==> src/rtl/scsiModePkg.sv <==
package scsiModePkg;
  // register offsets whose decode the block's behaviour depends on
  localparam logic [2:0] OFS_ICR  = 3'd1;
  localparam logic [2:0] OFS_MODE = 3'd2;
  localparam logic [2:0] OFS_SEND = 3'd5;
  localparam logic [2:0] OFS_TGT  = 3'd6;
  localparam logic [2:0] OFS_INI  = 3'd7;

  // mode register bit positions
  localparam int MB_ARB  = 0;
  localparam int MB_DMA  = 1;
  localparam int MB_MON  = 2;
  localparam int MB_TGT  = 6;
  // initiator-command bit positions
  localparam int IB_DRIVE = 0;
  localparam int IB_KEEP  = 6;  // bits at and above this survive busy loss

  typedef struct packed {
    logic wrIcr;
    logic wrMode;
    logic busLoss;
    logic goSend;
    logic goTgt;
    logic goIni;
    logic badStart;
    logic dropped;
  } ctlStrb_t;
endpackage

==> src/rtl/scsiModeCtl.sv <==
module scsiModeCtl
  import scsiModePkg::*;
#(
  parameter int ADDR_W      = 3,
  parameter int SYNC_STAGES = 2
) (
  input  logic              clk,
  input  logic              rstN,
  input  logic              wrEn,
  input  logic [ADDR_W-1:0] addr,
  input  logic              bsyN,
  input  logic              dmaBusy,
  input  logic              dmaOn,
  input  logic              tgtRole,
  input  logic              driveData,
  input  logic              monOn,
  output logic              bsyLive,
  output ctlStrb_t          strb
);
  localparam int CHAIN_W = SYNC_STAGES + 1;

  logic [CHAIN_W-1:0] bsyChain;
  logic               bsyPrev;

  always_ff @(posedge clk or negedge rstN) begin
    if (!rstN) bsyChain <= '0;
    else       bsyChain <= {bsyChain[CHAIN_W-2:0], ~bsyN};
  end

  assign bsyLive = bsyChain[SYNC_STAGES-1];
  assign bsyPrev = bsyChain[SYNC_STAGES];

  logic accept, hitStart, ruleOk;

  always_comb begin
    accept   = wrEn && !dmaBusy;
    hitStart = accept && dmaOn &&
               (addr == ADDR_W'(OFS_SEND) || addr == ADDR_W'(OFS_TGT) ||
                addr == ADDR_W'(OFS_INI));
    unique case (addr)
      ADDR_W'(OFS_SEND): ruleOk = driveData;
      ADDR_W'(OFS_TGT):  ruleOk = tgtRole;
      ADDR_W'(OFS_INI):  ruleOk = !tgtRole;
      default:           ruleOk = 1'b0;
    endcase

    strb          = '0;
    strb.wrIcr    = accept && addr == ADDR_W'(OFS_ICR);
    strb.wrMode   = accept && addr == ADDR_W'(OFS_MODE);
    strb.busLoss  = monOn && bsyPrev && !bsyLive;
    strb.goSend   = hitStart && ruleOk && addr == ADDR_W'(OFS_SEND);
    strb.goTgt    = hitStart && ruleOk && addr == ADDR_W'(OFS_TGT);
    strb.goIni    = hitStart && ruleOk && addr == ADDR_W'(OFS_INI);
    strb.badStart = hitStart && !ruleOk;
    strb.dropped  = wrEn && dmaBusy;
  end


  one_start_chk: assert property (@(posedge clk) disable iff (!rstN)
    $onehot0({strb.goSend, strb.goTgt, strb.goIni, strb.badStart}));
endmodule

==> src/rtl/scsiModeRegs.sv <==
module scsiModeRegs
  import scsiModePkg::*;
#(
  parameter int DATA_W = 8
) (
  input  logic              clk,
  input  logic              rstN,
  input  logic [DATA_W-1:0] wrData,
  input  logic              bsyLive,
  input  ctlStrb_t          strb,
  output logic [DATA_W-1:0] icrQ,
  output logic [DATA_W-1:0] modeQ,
  output logic              irqQ,
  output logic              sendQ,
  output logic              tgtQ,
  output logic              iniQ,
  output logic              startErrQ,
  output logic              dropErrQ
);
  localparam int LOW_W = IB_KEEP;

  logic [DATA_W-1:0] icrNext, modeNext;

  always_comb begin
    icrNext = strb.wrIcr ? wrData : icrQ;
    if (strb.busLoss) icrNext[LOW_W-1:0] = '0;

    modeNext = modeQ;
    if (strb.wrMode) begin
      modeNext = wrData;
      // enable only while busy is seen; a zero always clears
      modeNext[MB_DMA] = wrData[MB_DMA] ? (bsyLive | modeQ[MB_DMA]) : 1'b0;
    end
  end

  always_ff @(posedge clk or negedge rstN) begin
    if (!rstN) begin
      icrQ      <= '0;
      modeQ     <= '0;
      irqQ      <= 1'b0;
      startErrQ <= 1'b0;
      dropErrQ  <= 1'b0;
      sendQ     <= 1'b0;
      tgtQ      <= 1'b0;
      iniQ      <= 1'b0;
    end else begin
      icrQ      <= icrNext;
      modeQ     <= modeNext;
      irqQ      <= strb.busLoss | (irqQ & ~strb.wrMode);
      startErrQ <= strb.badStart | (startErrQ & ~strb.wrMode);
      dropErrQ  <= strb.dropped | (dropErrQ & ~strb.wrMode);
      sendQ     <= strb.goSend;
      tgtQ      <= strb.goTgt;
      iniQ      <= strb.goIni;
    end
  end


  dma_set_needs_busy_chk: assert property (@(posedge clk) disable iff (!rstN)
    $rose(modeQ[MB_DMA]) |-> $past(bsyLive));

  dma_clear_by_write_chk: assert property (@(posedge clk) disable iff (!rstN)
    $fell(modeQ[MB_DMA]) |-> $past(strb.wrMode));

  loss_clears_low_chk: assert property (@(posedge clk) disable iff (!rstN)
    strb.busLoss |=> (irqQ && icrQ[LOW_W-1:0] == '0));

  send_rule_chk: assert property (@(posedge clk) disable iff (!rstN)
    sendQ |-> ($past(modeQ[MB_DMA]) && $past(icrQ[IB_DRIVE])));

  recv_rule_chk: assert property (@(posedge clk) disable iff (!rstN)
    (tgtQ || iniQ) |-> ($past(modeQ[MB_DMA]) && tgtQ == $past(modeQ[MB_TGT])));

  drop_no_write_chk: assert property (@(posedge clk) disable iff (!rstN)
    strb.dropped |=> ($stable(icrQ) || $past(strb.busLoss)));
endmodule

==> src/rtl/scsiModeReg.sv <==
module scsiModeReg
  import scsiModePkg::*;
#(
  parameter int ADDR_W      = 3,
  parameter int DATA_W      = 8,
  parameter int SYNC_STAGES = 2
) (
  input  logic              clk,
  input  logic              rstN,
  input  logic              wrEn,
  input  logic [ADDR_W-1:0] addr,
  input  logic [DATA_W-1:0] wrData,
  output logic [DATA_W-1:0] rdData,
  input  logic              bsyN,
  input  logic              dmaBusy,
  output logic              arbitrate,
  output logic              dmaMode,
  output logic              hwHandshake,
  output logic              targetMode,
  output logic [DATA_W-1:0] icrOut,
  output logic              busIrq,
  output logic              busRelease,
  output logic              startSend,
  output logic              startTgtRecv,
  output logic              startIniRecv,
  output logic              startErr,
  output logic              dropErr
);
  ctlStrb_t          strb;
  logic              bsyLive;
  logic [DATA_W-1:0] icrQ, modeQ;

  scsiModeCtl #(.ADDR_W(ADDR_W), .SYNC_STAGES(SYNC_STAGES)) i_ctl (
    .clk(clk), .rstN(rstN), .wrEn(wrEn), .addr(addr), .bsyN(bsyN),
    .dmaBusy(dmaBusy), .dmaOn(modeQ[MB_DMA]), .tgtRole(modeQ[MB_TGT]),
    .driveData(icrQ[IB_DRIVE]), .monOn(modeQ[MB_MON]),
    .bsyLive(bsyLive), .strb(strb)
  );

  scsiModeRegs #(.DATA_W(DATA_W)) i_regs (
    .clk(clk), .rstN(rstN), .wrData(wrData), .bsyLive(bsyLive), .strb(strb),
    .icrQ(icrQ), .modeQ(modeQ), .irqQ(busIrq), .sendQ(startSend),
    .tgtQ(startTgtRecv), .iniQ(startIniRecv), .startErrQ(startErr),
    .dropErrQ(dropErr)
  );

  always_comb begin
    if (addr == ADDR_W'(OFS_ICR))       rdData = icrQ;
    else if (addr == ADDR_W'(OFS_MODE)) rdData = modeQ;
    else                                rdData = '0;
  end

  assign arbitrate   = modeQ[MB_ARB];
  assign dmaMode     = modeQ[MB_DMA];
  assign hwHandshake = modeQ[MB_DMA];
  assign targetMode  = modeQ[MB_TGT];
  assign icrOut      = icrQ;
  assign busRelease  = busIrq;
endmodule

==> config.mk <==
export PLATFORM = sky130hd
export DESIGN_NAME = scsiModeReg
export DESIGN_NICKNAME = d
export VERILOG_FILES = /design/src/rtl/scsiModePkg.sv /design/src/rtl/scsiModeCtl.sv /design/src/rtl/scsiModeRegs.sv /design/src/rtl/scsiModeReg.sv
export SDC_FILE = /design/constraint.sdc
export NUM_CORES = 1
export LEC_CHECK = 0
export BUFFER_PORTS_ARGS = -buffer_cell sky130_fd_sc_hd__buf_2
export CORE_ASPECT_RATIO = 1.2
export CORE_MARGIN = 4
export CORE_UTILIZATION = 48
export DETAILED_ROUTE_END_ITERATION = 10
export PLACE_DENSITY = 0.78
export SETUP_SLACK_MARGIN = 0.5
export SKIP_LAST_GASP = 1
export SYNTH_ARGS = -nofsm -noshare
export SYNTH_HDL_FRONTEND = slang
export SYNTH_SLANG_ARGS = --single-unit
==> constraint.sdc <==
create_clock -name clk -period 1.21 [get_ports clk]
set_clock_uncertainty 0.1 [all_clocks]
set_input_delay 0 -clock clk [delete_from_list [all_inputs] [get_ports clk]]
set_output_delay 0 -clock clk [all_outputs]
set_load 0.01 [all_outputs]
==> results of run 1 <==
[through the flow]
stage                      util  std cells  hold slack [ns]  total power, mW
after floorplan               -        103           -0.396             1.40
after global placement    0.610        174          -0.0857             1.61
after detailed placement  0.610        174          -0.0855             1.63
after CTS                 0.742        196           -0.188             2.29
after global routing      0.814        208           -0.192             2.62
final                     0.814        208           -0.184             2.52
[flip-flops by register name, indices dropped and copies added (netlist names)]
name,count
i_regs.startErrQ,1
i_regs.icrQ,8
i_regs.iniQ,1
i_regs.irqQ,1
i_regs.dropErrQ,1
i_regs.tgtQ,1
i_ctl.bsyChain,3
i_regs.modeQ,8
i_regs.sendQ,1
[worst max path at each step]
stage                     from          endpoint  slack, ns  cells after the start
2_1_floorplan  i_regs.modeQ[6]  i_regs.startErrQ       0.12                      3
3_3_place_gp           addr[2]    i_regs.icrQ[3]       0.04                      4
3_5_place_dp           addr[2]    i_regs.icrQ[3]       0.02                      4
4_1_cts        i_regs.modeQ[6]  i_regs.startErrQ      -0.03                      4
5_1_grt        i_regs.modeQ[1]         rdData[1]      -0.13                      3
6_report       i_regs.modeQ[1]      i_regs.sendQ      -0.09                      5
[kinds of logic after synthesis]
group	synth area share
AND/OR/NAND/NOR	0.148
flip-flops	0.539
XOR/XNOR	0.00754
multiplexers	0.107
AO/OA/AOI/OAI	0.147
buffers and inverters	0.0528
[routing by layer]
| layer | part of all wire | vias to the layer above | GRT usage |
|---|---|---|---|
| li1 | - | 512 | - |
| met1 | 0.39 | 563 | 0.258 |
| met2 | 0.55 | 48 | 0.365 |
| met3 | 0.047 | 6 | 0.0430 |
| met4 | 0.012 | 0 | 0.0839 |
| met5 | 0 | - | 0 |
[power by group through the flow]
stage	combinational, mW	sequential, mW	clock [mW]
after floorplan	0.277	1.12	0
after global placement	0.524	1.08	0
after detailed placement	0.539	1.09	0
after CTS	0.814	1.07	0.410
after global routing	1.09	1.10	0.437
final	1.03	1.08	0.406
[area by class of cell]
cell class                 count  area, um2  area share
clock inverter                 1       8.76     0.00466
multi-input combinational     68        546       0.290
tap                           31       38.8      0.0207
inverter                       1       3.75     0.00200
sequential                    25        628       0.334
clock buffer                   3       22.5      0.0120
timing repair buffer          79        631       0.336
[cells in the final DEF, fill, tap and decap left out, types with 3 or more instances in the layout]
cell type / instances
buf_4: 12
nor2b_1: 3
buf_2: 32
o21ai_0: 6
nor2_1: 8
dlygate4sd3_1: 8
nand3_1: 8
a21oi_2: 7
dfrtp_1: 23
clkbuf_4: 4
mux2_4: 9
nand2_1: 5
buf_6: 26
a22oi_2: 4
[what timing repair did]
item                       in CTS  in global routing
setup endpoints to repair      49                 61
resized for setup              27                 18
buffers inserted               10                 12
pin swaps                       5                  8
hold endpoints to repair       46                  6
==> metrics.yaml, run 1 <==
drt:
  antenna_left: 0
  drt-wirelength-per-cell_um: 17.5
  routed_via_density: 5.43
  first_pass_iters: 4
  drtIter0Drc: 19
  vias: 1129
  totalWireLength_mm: 3.64
  drc: 0
hold_path:
  hold-path-endpoint: "i_regs.modeQ[6]"
  hold_depth: 2
  holdCritStartpoint: "wrData[6]"
  hp-class: "input pin to flop"
sta:
  fmax_mhz: 767
  hold-worst-slack_ns: -0.184
  drv_slew: 0
  final.setup.worst_slack_ns: -0.0931
  grt_setup_unrepaired: "true"
  finalSetupViolCount: 14
  tns_ns: -0.647
  finalCriticalPeriod_ns: 1.30
  tightestPinTransition_ns: 0.335
  period_share: 1.08
  final_hold_viol_count: 8
  slew_headroom: 0.776
setup_path:
  crit_family: "flip-flops"
  critPathKind: "flop to flop"
  rr_startpoint: "i_regs.modeQ[1]"
  cp_cell_sequence: "buf_4 -> buf_6 -> buf_4 -> o2111ai_1 -> nor2_1"
  end_kind: "flop"
  timing.rr.end: "i_regs.sendQ"
  path_max_fanout: 5
  r2r_slack_ns: -0.09
  r2r_cells: 5
  critPathLaunchType: "flop"
  worstPathArrival_ns: 1.43
  required_ns: 1.34
  slowest_stage: "dfrtp_2"
  cpMostUsedCell: "buf_4"
  max_stage_delay_ns: 0.46
  path_buf_inv: 3
power:
  peakVddDrop_v: 0.00157
  p_int_mw: 1.74
  p_comb_frac: 0.408
  p_per_area_nw_per_um2: 1340
  seqPwrFrac: 0.431
  pwr-share-clk: 0.161
  total_leakage_power_nw: 0.942
  swShare: 0.310
  switchingPower_mw: 0.779
die:
  start_util: 0.504
  core_um2: 2310
  die_w_um: 52.9
  boundaryPins: 43
  chipHeight_um: 61.9
  dieArea_um2: 3270
  rows: 19
yosys:
  netlist_instances: 103
  ys_top_cells_by_area: "dfrtp_1 54%, mux2_4 7.8%, a22oi_1 3.9%"
  synth_top_area_cell: "dfrtp_1"
  synthArstFlopShare: 1.00
  synth_commonest_cells: "25 x dfrtp_1, 8 x a21oi_1, 8 x nand3_1, 8 x nor2_1"
  synth_edf_count: 0
  synth.most_common_cell: "dfrtp_1"
  synth_fp_nets: 119
  synth_cell_types: 30
  yosys.area.top_type_share: 0.539
  seq_area_frac_synth: 0.539
  ys_ff_latch: 25
  synthFlopType: "dfrtp_1"
  yosysWarnings: 0
  syn_area_per_cell_um2: 11.3
  syn_area_um2: 1160
place:
  hpwl_mm: 2.01
  gp_congestion: 0.778
  pre_cts_slack_ns: 0.0220
  port_buffers: 42
  placed_area_um2: 1410
finish:
  antenna_cells: 0
  area_growth_pct: 61.7
  drive_gt1_frac: 0.576
  design_area_um2: 1880
  nFillCells: 133
  fin_nets: 194
cts:
  cts_buffers: 3
  h-tree-depth: 1
  path_clk_slew_ns: 0.15
  cts_sinks: 25
  tritoncts: "yes"
  cts_hold_buffers: 8
  clkLatencyLatePin_ns: 0.33
  cts_buffer_depth: 2
  cts-root-buf: "clkbuf_4"
run:
  max_cap_viol_count: 0
global_route:
  antenna_found_initial: 0
  grt_pass1_vias: 1125
  grt_first_pass_wirelength_mm: 5.08
  grt-ovfl-total: 0
  grt_start_max_net_pins: 26
  grt_usage: 0.211
status:
  violations: "negative hold slack, negative setup slack"
  status: "complete, but fails checks"
(Power assumes the default switching activity.)
==> inputs of run 2 (changes only) <==
--- a/config.mk
+++ b/config.mk
@@ -11,6 +11,7 @@
 export CORE_UTILIZATION = 48
 export DETAILED_ROUTE_END_ITERATION = 10
 export PLACE_DENSITY = 0.78
+export REMOVE_ABC_BUFFERS = 1
 export SETUP_SLACK_MARGIN = 0.5
 export SKIP_LAST_GASP = 1
 export SYNTH_ARGS = -nofsm -noshare
==> run 2 against run 1 <==
Compared with the run above: the flow still finishes with violations (negative hold slack, negative setup slack); largest power group unchanged; core utilization fell by 2.7 points; fmax grew 3.1%; register-to-register slack gained 0.05 ns; critical path depth down 2; largest cell class is now flip-flops and latches; via count increased by 0.97%; highest routed layer unchanged; total power is 5.0% lower; clock power fell by 2%.
==> metrics.yaml, run 2 (same netlist as run 1, synthesis figures left out) <==
global_route:
  grt-ovfl-total: 0  # unchanged
  grt_start_max_net_pins: 26  # unchanged
  antenna_found_initial: 0  # unchanged
  grt_pass1_vias: 1134  # was 1125
  grt_first_pass_wirelength_mm: 5.45  # was 5.08 mm
  grt_usage: 0.230  # was 0.211
drt:
  vias: 1140  # was 1129
  wl_met2_mm: 1.95  # was 2.00 mm
  totalWireLength_mm: 3.60  # was 3.64 mm
  wl_met1_mm: 1.39  # was 1.42 mm
  routed_via_density: 5.64  # was 5.43
  drt-wirelength-per-cell_um: 17.8  # was 17.5 um
  antenna_left: 0  # unchanged
  drc: 0  # unchanged
  first_pass_iters: 4  # unchanged
  dr_wl_met3_um: 184  # was 171 um
  drtIter0Drc: 34  # was 19
  maxUsedRoutingLayer: "met4"  # unchanged
sta:
  tightestPinTransition_ns: 0.349  # was 0.335 ns
  final.setup.worst_slack_ns: -0.0540  # was -0.0931 ns
  finalCriticalPeriod_ns: 1.26  # was 1.30 ns
  drv_slew: 0  # unchanged
  fmax_mhz: 791  # was 767 MHz
  hold-worst-slack_ns: -0.196  # was -0.184 ns
  final_hold_viol_count: 9  # was 8
  grt_setup_unrepaired: "true"  # unchanged
  period_share: 1.04  # was 1.08
  finalSetupViolCount: 6  # was 14
  slew_headroom: 0.768  # was 0.776
setup_path:
  cp.depth: 3  # was 5
  critPathLaunch: "i_regs.modeQ[7]"  # was i_regs.modeQ[1]
  max_stage_delay_ns: 0.44  # was 0.46 ns
  crit_family: "flip-flops"  # unchanged
  endpoint: "rdData[7]"  # was i_regs.sendQ
  rr_startpoint: "i_regs.modeQ[6]"  # was i_regs.modeQ[1]
  path_buf_inv: 1  # was 3
  critPathLaunchType: "flop"  # unchanged
  slowest_stage: "dfrtp_1"  # was dfrtp_2
  critPathKind: "flop to primary output"  # was flop to flop
  r2r_cells: 4  # was 5
  r2r_slack_ns: -0.04  # was -0.09 ns
  timing.rr.end: "i_regs.startErrQ"  # was i_regs.sendQ
  end_kind: "primary output"  # was flop
  required_ns: 1.11  # was 1.34 ns
  worstPathArrival_ns: 1.16  # was 1.43 ns
  path_max_fanout: 2  # was 5
  cp_cell_sequence: "a22oi_2 -> nor2_1 -> buf_2"  # was buf_4 -> buf_6 -> buf_4 -> o2111ai_1 -> nor2_1
finish:
  antenna_cells: 0  # unchanged
  nFillCells: 130  # was 133
  final_util: 0.787  # was 0.814
  mostFrequentLayoutCells: "36 x buf_2, 24 x dfrtp_1, 15 x buf_6, 13 x buf_4, 9 x mux2_4"  # was 32 x buf_2, 26 x buf_6, 23 x dfrtp_1, 12 x buf_4, 9 x mux2_4
  final_common_cell: "buf_2"  # unchanged
  area_growth_pct: 56.4  # was 61.7%
  fin_nets: 188  # was 194
  top_regs: "i_regs.icrQ x8, i_regs.modeQ x8, i_ctl.bsyChain x3"  # unchanged
  drive_gt1_frac: 0.591  # was 0.576
cts:
  clkLatencyLatePin_ns: 0.33  # about the same
  cts_buffer_depth: 2  # unchanged
  cts_hold_buffers: 8  # unchanged
  h-tree-depth: 1  # unchanged
  tritoncts: "yes"  # unchanged
  cts-root-buf: "clkbuf_4"  # unchanged
  path_clk_slew_ns: 0.15  # about the same
  cts_sinks: 25  # unchanged
  cts_buffers: 3  # unchanged
die:
  die_w_um: 52.9  # unchanged
  core_um2: 2310  # unchanged
  rows: 19  # unchanged
  boundaryPins: 43  # unchanged
  dieArea_um2: 3270  # unchanged
  chipHeight_um: 61.9  # unchanged
  start_util: 0.504  # unchanged
place:
  port_buffers: 42  # unchanged
  hpwl_mm: 2.09  # was 2.01 mm
  gp_congestion: 0.859  # was 0.778
  pre_cts_slack_ns: -0.0214  # was 0.0220 ns
power:
  p_per_area_nw_per_um2: 1320  # was 1340 nW/um2
  total_leakage_power_nw: 0.900  # was 0.942 nW
  peakVddDrop_v: 0.00120  # was 0.00157 V
  p_total_mw: 2.39  # was 2.52 mW
run:
  max_cap_viol_count: 0  # unchanged
hold_path:
  hp-class: "input pin to flop"  # unchanged
  hold_depth: 2  # unchanged
status:
  violations: "negative hold slack, negative setup slack"  # unchanged
  status: "complete, but fails checks"  # unchanged
## run 2: cell count changes in the layout (fill, tap and decap cells not counted), sizes merged
cell      change
buf           -6
inv           -1
clkinvlp      +1
## run 2: worst min path at each step
| stage | endpoint | slack (ns) | startpoint |
|---|---|---|---|
| after CTS | i_regs.modeQ[6] | -0.20 | wrData[6] |
| final | i_regs.modeQ[7] | -0.20 | wrData[7] |
| after global routing | i_regs.modeQ[7] | -0.21 | wrData[7] |
| after global placement | i_regs.icrQ[7] | -0.09 | rstN |
| after detailed placement | i_regs.icrQ[7] | -0.08 | rstN |
| after floorplan | i_ctl.bsyChain[0] | -0.40 | rstN |
## run 2: cell type report
class / instances / area (um2) / share of cell area
clock buffers: 3 / 22.5 / 0.0124
clock inverters: 1 / 7.51 / 0.00414
inverters: 1 / 3.75 / 0.00207
multi-input cells: 68 / 582 / 0.320
flip-flops and latches: 25 / 627 / 0.345
well taps: 31 / 38.8 / 0.0214
repair buffers: 73 / 534 / 0.294
## run 2: report_power, final
part / internal, mW / leakage, nW / switching, mW / total (mW)
Sequential: 0.974 / 0.310 / 0.107 / 1.08
Combinational: 0.524 / 0.576 / 0.386 / 0.910
Clock: 0.127 / 0.0139 / 0.272 / 0.399
## run 2: timing repair
action,CTS,global route
pin swaps,6,9
endpoints found under the hold margin,46,8
gates resized for setup,27,15
endpoints found under the setup margin,49,60
setup buffers,11,3
## run 2: layer usage
| layer | track usage | up-vias |
|---|---|---|
| met2 | 0.399 | 55 |
| met4 | 0.102 | 0 |
| met1 | 0.274 | 574 |
| li1 | - | 501 |
| met5 | 0 | - |
| met3 | 0.0501 | 10 |
## run 2: stage by stage
stage | cell area, um2 | setup TNS [ns] | std cells
final | 1820 | -0.273 | 202
after floorplan | 1100 | -0.393 | 94
after CTS | 1730 | -0.0854 | 199
after detailed placement | 1420 | -0.102 | 176
after global placement | 1420 | -0.00763 | 176
after global routing | 1820 | -0.682 | 202
==> inputs of run 3 (changes only) <==
==> constraint.sdc (replaced) <==
create_clock -name clk -period 1.21 [get_ports clk]
set_clock_uncertainty 0.1 [all_clocks]
set_input_delay 0 -clock clk [delete_from_list [all_inputs] [get_ports clk]]
set_output_delay 0 -clock clk [all_outputs]
set_load 0.1 [all_outputs]
==> run 3 against run 2 <==
Compared with the run above: the flow still finishes with violations (negative hold slack, negative setup slack); clock power about the same; cell area grew 25%; routed wire length is 56% higher; hold slack got worse by 0.25 ns; total power grew 65%; combinational power grew to 2.7 times the previous value; sequential share of layout area down 6.8 points; critical path type unchanged.
==> metrics.yaml, run 3 (same netlist as run 1, synthesis figures left out) <==
drt:
  routed_via_density: 6.22  # was 5.64
  first_pass_iters: 4  # unchanged
  drc: 0  # unchanged
  drt-wirelength-per-cell_um: 26.5  # was 17.8 um
  drtIter0Drc: 87  # was 34
  vias: 1318  # was 1140
  totalWireLength_mm: 5.62  # was 3.60 mm
  antenna_left: 0  # unchanged
cts:
  cts_sinks: 25  # unchanged
  h-tree-depth: 1  # unchanged
  cts_buffers: 3  # unchanged
  tritoncts: "yes"  # unchanged
  path_clk_slew_ns: 0.15  # about the same
  cts_hold_buffers: 7  # was 8
  cts-root-buf: "clkbuf_4"  # unchanged
  cts_buffer_depth: 2  # unchanged
  clkLatencyLatePin_ns: 0.32  # was 0.33 ns
global_route:
  grt-ovfl-total: 0  # unchanged
  grt_pass1_vias: 1328  # was 1134
  grt_first_pass_wirelength_mm: 6.89  # was 5.45 mm
  grt_usage: 0.297  # was 0.230
  antenna_found_initial: 0  # unchanged
  grt_start_max_net_pins: 26  # unchanged
die:
  rows: 19  # unchanged
  die_w_um: 52.9  # unchanged
  start_util: 0.504  # unchanged
  chipHeight_um: 61.9  # unchanged
  dieArea_um2: 3270  # unchanged
  boundaryPins: 43  # unchanged
  core_um2: 2310  # unchanged
sta:
  final.setup.worst_slack_ns: -0.227  # was -0.0540 ns
  finalSetupViolCount: 17  # was 6
  drv_slew: 0  # unchanged
  period_share: 1.19  # was 1.04
  tightestPinTransition_ns: 0.568  # was 0.349 ns
  slew_headroom: 0.621  # was 0.768
  fmax_mhz: 696  # was 791 MHz
  tns_ns: -1.84  # was -0.273 ns
  hold-worst-slack_ns: -0.449  # was -0.196 ns
  finalCriticalPeriod_ns: 1.44  # was 1.26 ns
  grt_setup_unrepaired: "true"  # unchanged
  final_hold_viol_count: 31  # was 9
power:
  p_per_area_nw_per_um2: 1750  # was 1320 nW/um2
  total_leakage_power_nw: 1.04  # was 0.900 nW
  p_comb_frac: 0.611  # was 0.381
  p_int_mw: 2.08  # was 1.63 mW
  pwr-share-clk: 0.100  # was 0.167
  seqPwrFrac: 0.288  # was 0.452
  swShare: 0.473  # was 0.320
  peakVddDrop_v: 0.00167  # was 0.00120 V
  switchingPower_mw: 1.87  # was 0.765 mW
place:
  dp.cells: 180  # was 176
  gp_congestion: 0.922  # was 0.859
  hpwl_mm: 2.36  # was 2.09 mm
  port_buffers: 42  # unchanged
finish:
  final_common_cell: "dfrtp_1"  # was buf_2
  layoutNonFillerInstCount: 212  # was 202
  area_growth_pct: 94.9  # was 56.4%
  antenna_cells: 0  # unchanged
  mostFrequentLayoutCells: "24 x dfrtp_1, 23 x buf_12, 19 x buf_6, 16 x buf_4, 15 x buf_2"  # was 36 x buf_2, 24 x dfrtp_1, 15 x buf_6, 13 x buf_4, 9 x mux2_4
  drive_gt1_frac: 0.641  # was 0.591
  fin_nets: 198  # was 188
  top_regs: "i_regs.icrQ x8, i_regs.modeQ x8, i_ctl.bsyChain x3"  # unchanged
setup_path:
  critPathKind: "flop to primary output"  # unchanged
  critPathLaunchType: "flop"  # unchanged
  worstPathArrival_ns: 1.34  # was 1.16 ns
  path_max_fanout: 2  # unchanged
  required_ns: 1.11  # about the same
  end_kind: "primary output"  # unchanged
status:
  status: "complete, but fails checks"  # unchanged
  violations: "negative hold slack, negative setup slack"  # unchanged
run:
  max_cap_viol_count: 0  # unchanged
hold_path:
  hp-class: "input pin to async pin"  # was input pin to flop
-- run 3: changes by cell type in the layout (fill, tap and decap cells not counted), moves of 2 or more --
cell     before  now
buf_12        0   23
nor2_1        7    3
buf_4        13   16
a22oi_1       4    2
buf_6        15   19
buf_2        36   15
nor2_2        1    5
buf_8         0    3
a22oi_2       2    4
-- run 3: per-layer routing --
metal  GRT usage  routed length [um]  vias up
met2       0.518                2790      114
met1       0.358                1920      641
met4       0.150                 383        0
met5           0                   0        -
li1            -                   -      520
met3      0.0453                 520       43
-- run 3: repair_timing --
action / 4_1_cts / 5_1_grt
endpoints found under the setup margin: 49 / 49
hold endpoints to repair: 45 / 32
pin swaps: 8 / 3
resized for setup: 53 / 22
buffers inserted: 12 / 9
-- run 3: worst max-delay path, stage by stage, from the launching register on --
cell,delay [ns]
dfrtp_1,0.47
nand2_2,0.11
a21oi_2,0.23
buf_12,0.20
-- run 3: path summary, 6_finish.rpt --
check	from	to	slack, ns	cells after the start
worst min register to register	i_ctl.bsyChain[0]	i_ctl.bsyChain[1]	0.30	0
worst max register to register	i_regs.modeQ[6]	i_regs.startErrQ	-0.12	4
min in group clk	wrData[7]	i_regs.modeQ[7]	-0.16	2
max in group asynchronous	rstN	i_regs.irqQ	1.06	1
worst max-delay path	i_regs.icrQ[0]	rdData[0]	-0.23	3
worst min-delay path	rstN	i_regs.icrQ[1]	-0.45	1
-- run 3: power groups by stage --
stage	Combinational, mW	Sequential (mW)	Clock (mW)
3_3_place_gp	1.78	1.11	0
2_1_floorplan	0.345	1.90	0
5_1_grt	2.46	1.15	0.428
4_1_cts	2.13	1.10	0.377
6_report	2.42	1.14	0.397
3_5_place_dp	1.80	1.11	0
-- run 3: layout make-up --
cell class	count	area (um2)
Clock buffer	4	26.3
Fill cell	26	42.5
Inverter	1	3.75
Multi-Input combinational cell	68	583
Sequential cell	25	627
Tap cell	31	38.8
Timing Repair Buffer	83	985
-- run 3: stage by stage --
step / power [mW] / hold slack (ns) / util / worst slack [ns] / instance area, um2
CTS: 3.61 / -0.447 / 0.914 / -0.0822 / 2110
floorplan: 2.25 / -0.396 / - / -2.01 / 1100
detailed placement: 2.92 / -0.0852 / 0.753 / -0.0283 / 1740
global route: 4.04 / -0.436 / 0.982 / -0.234 / 2260
global placement: 2.89 / -0.0943 / 0.753 / 0.0348 / 1740
finish: 3.95 / -0.449 / 0.982 / -0.227 / 2260
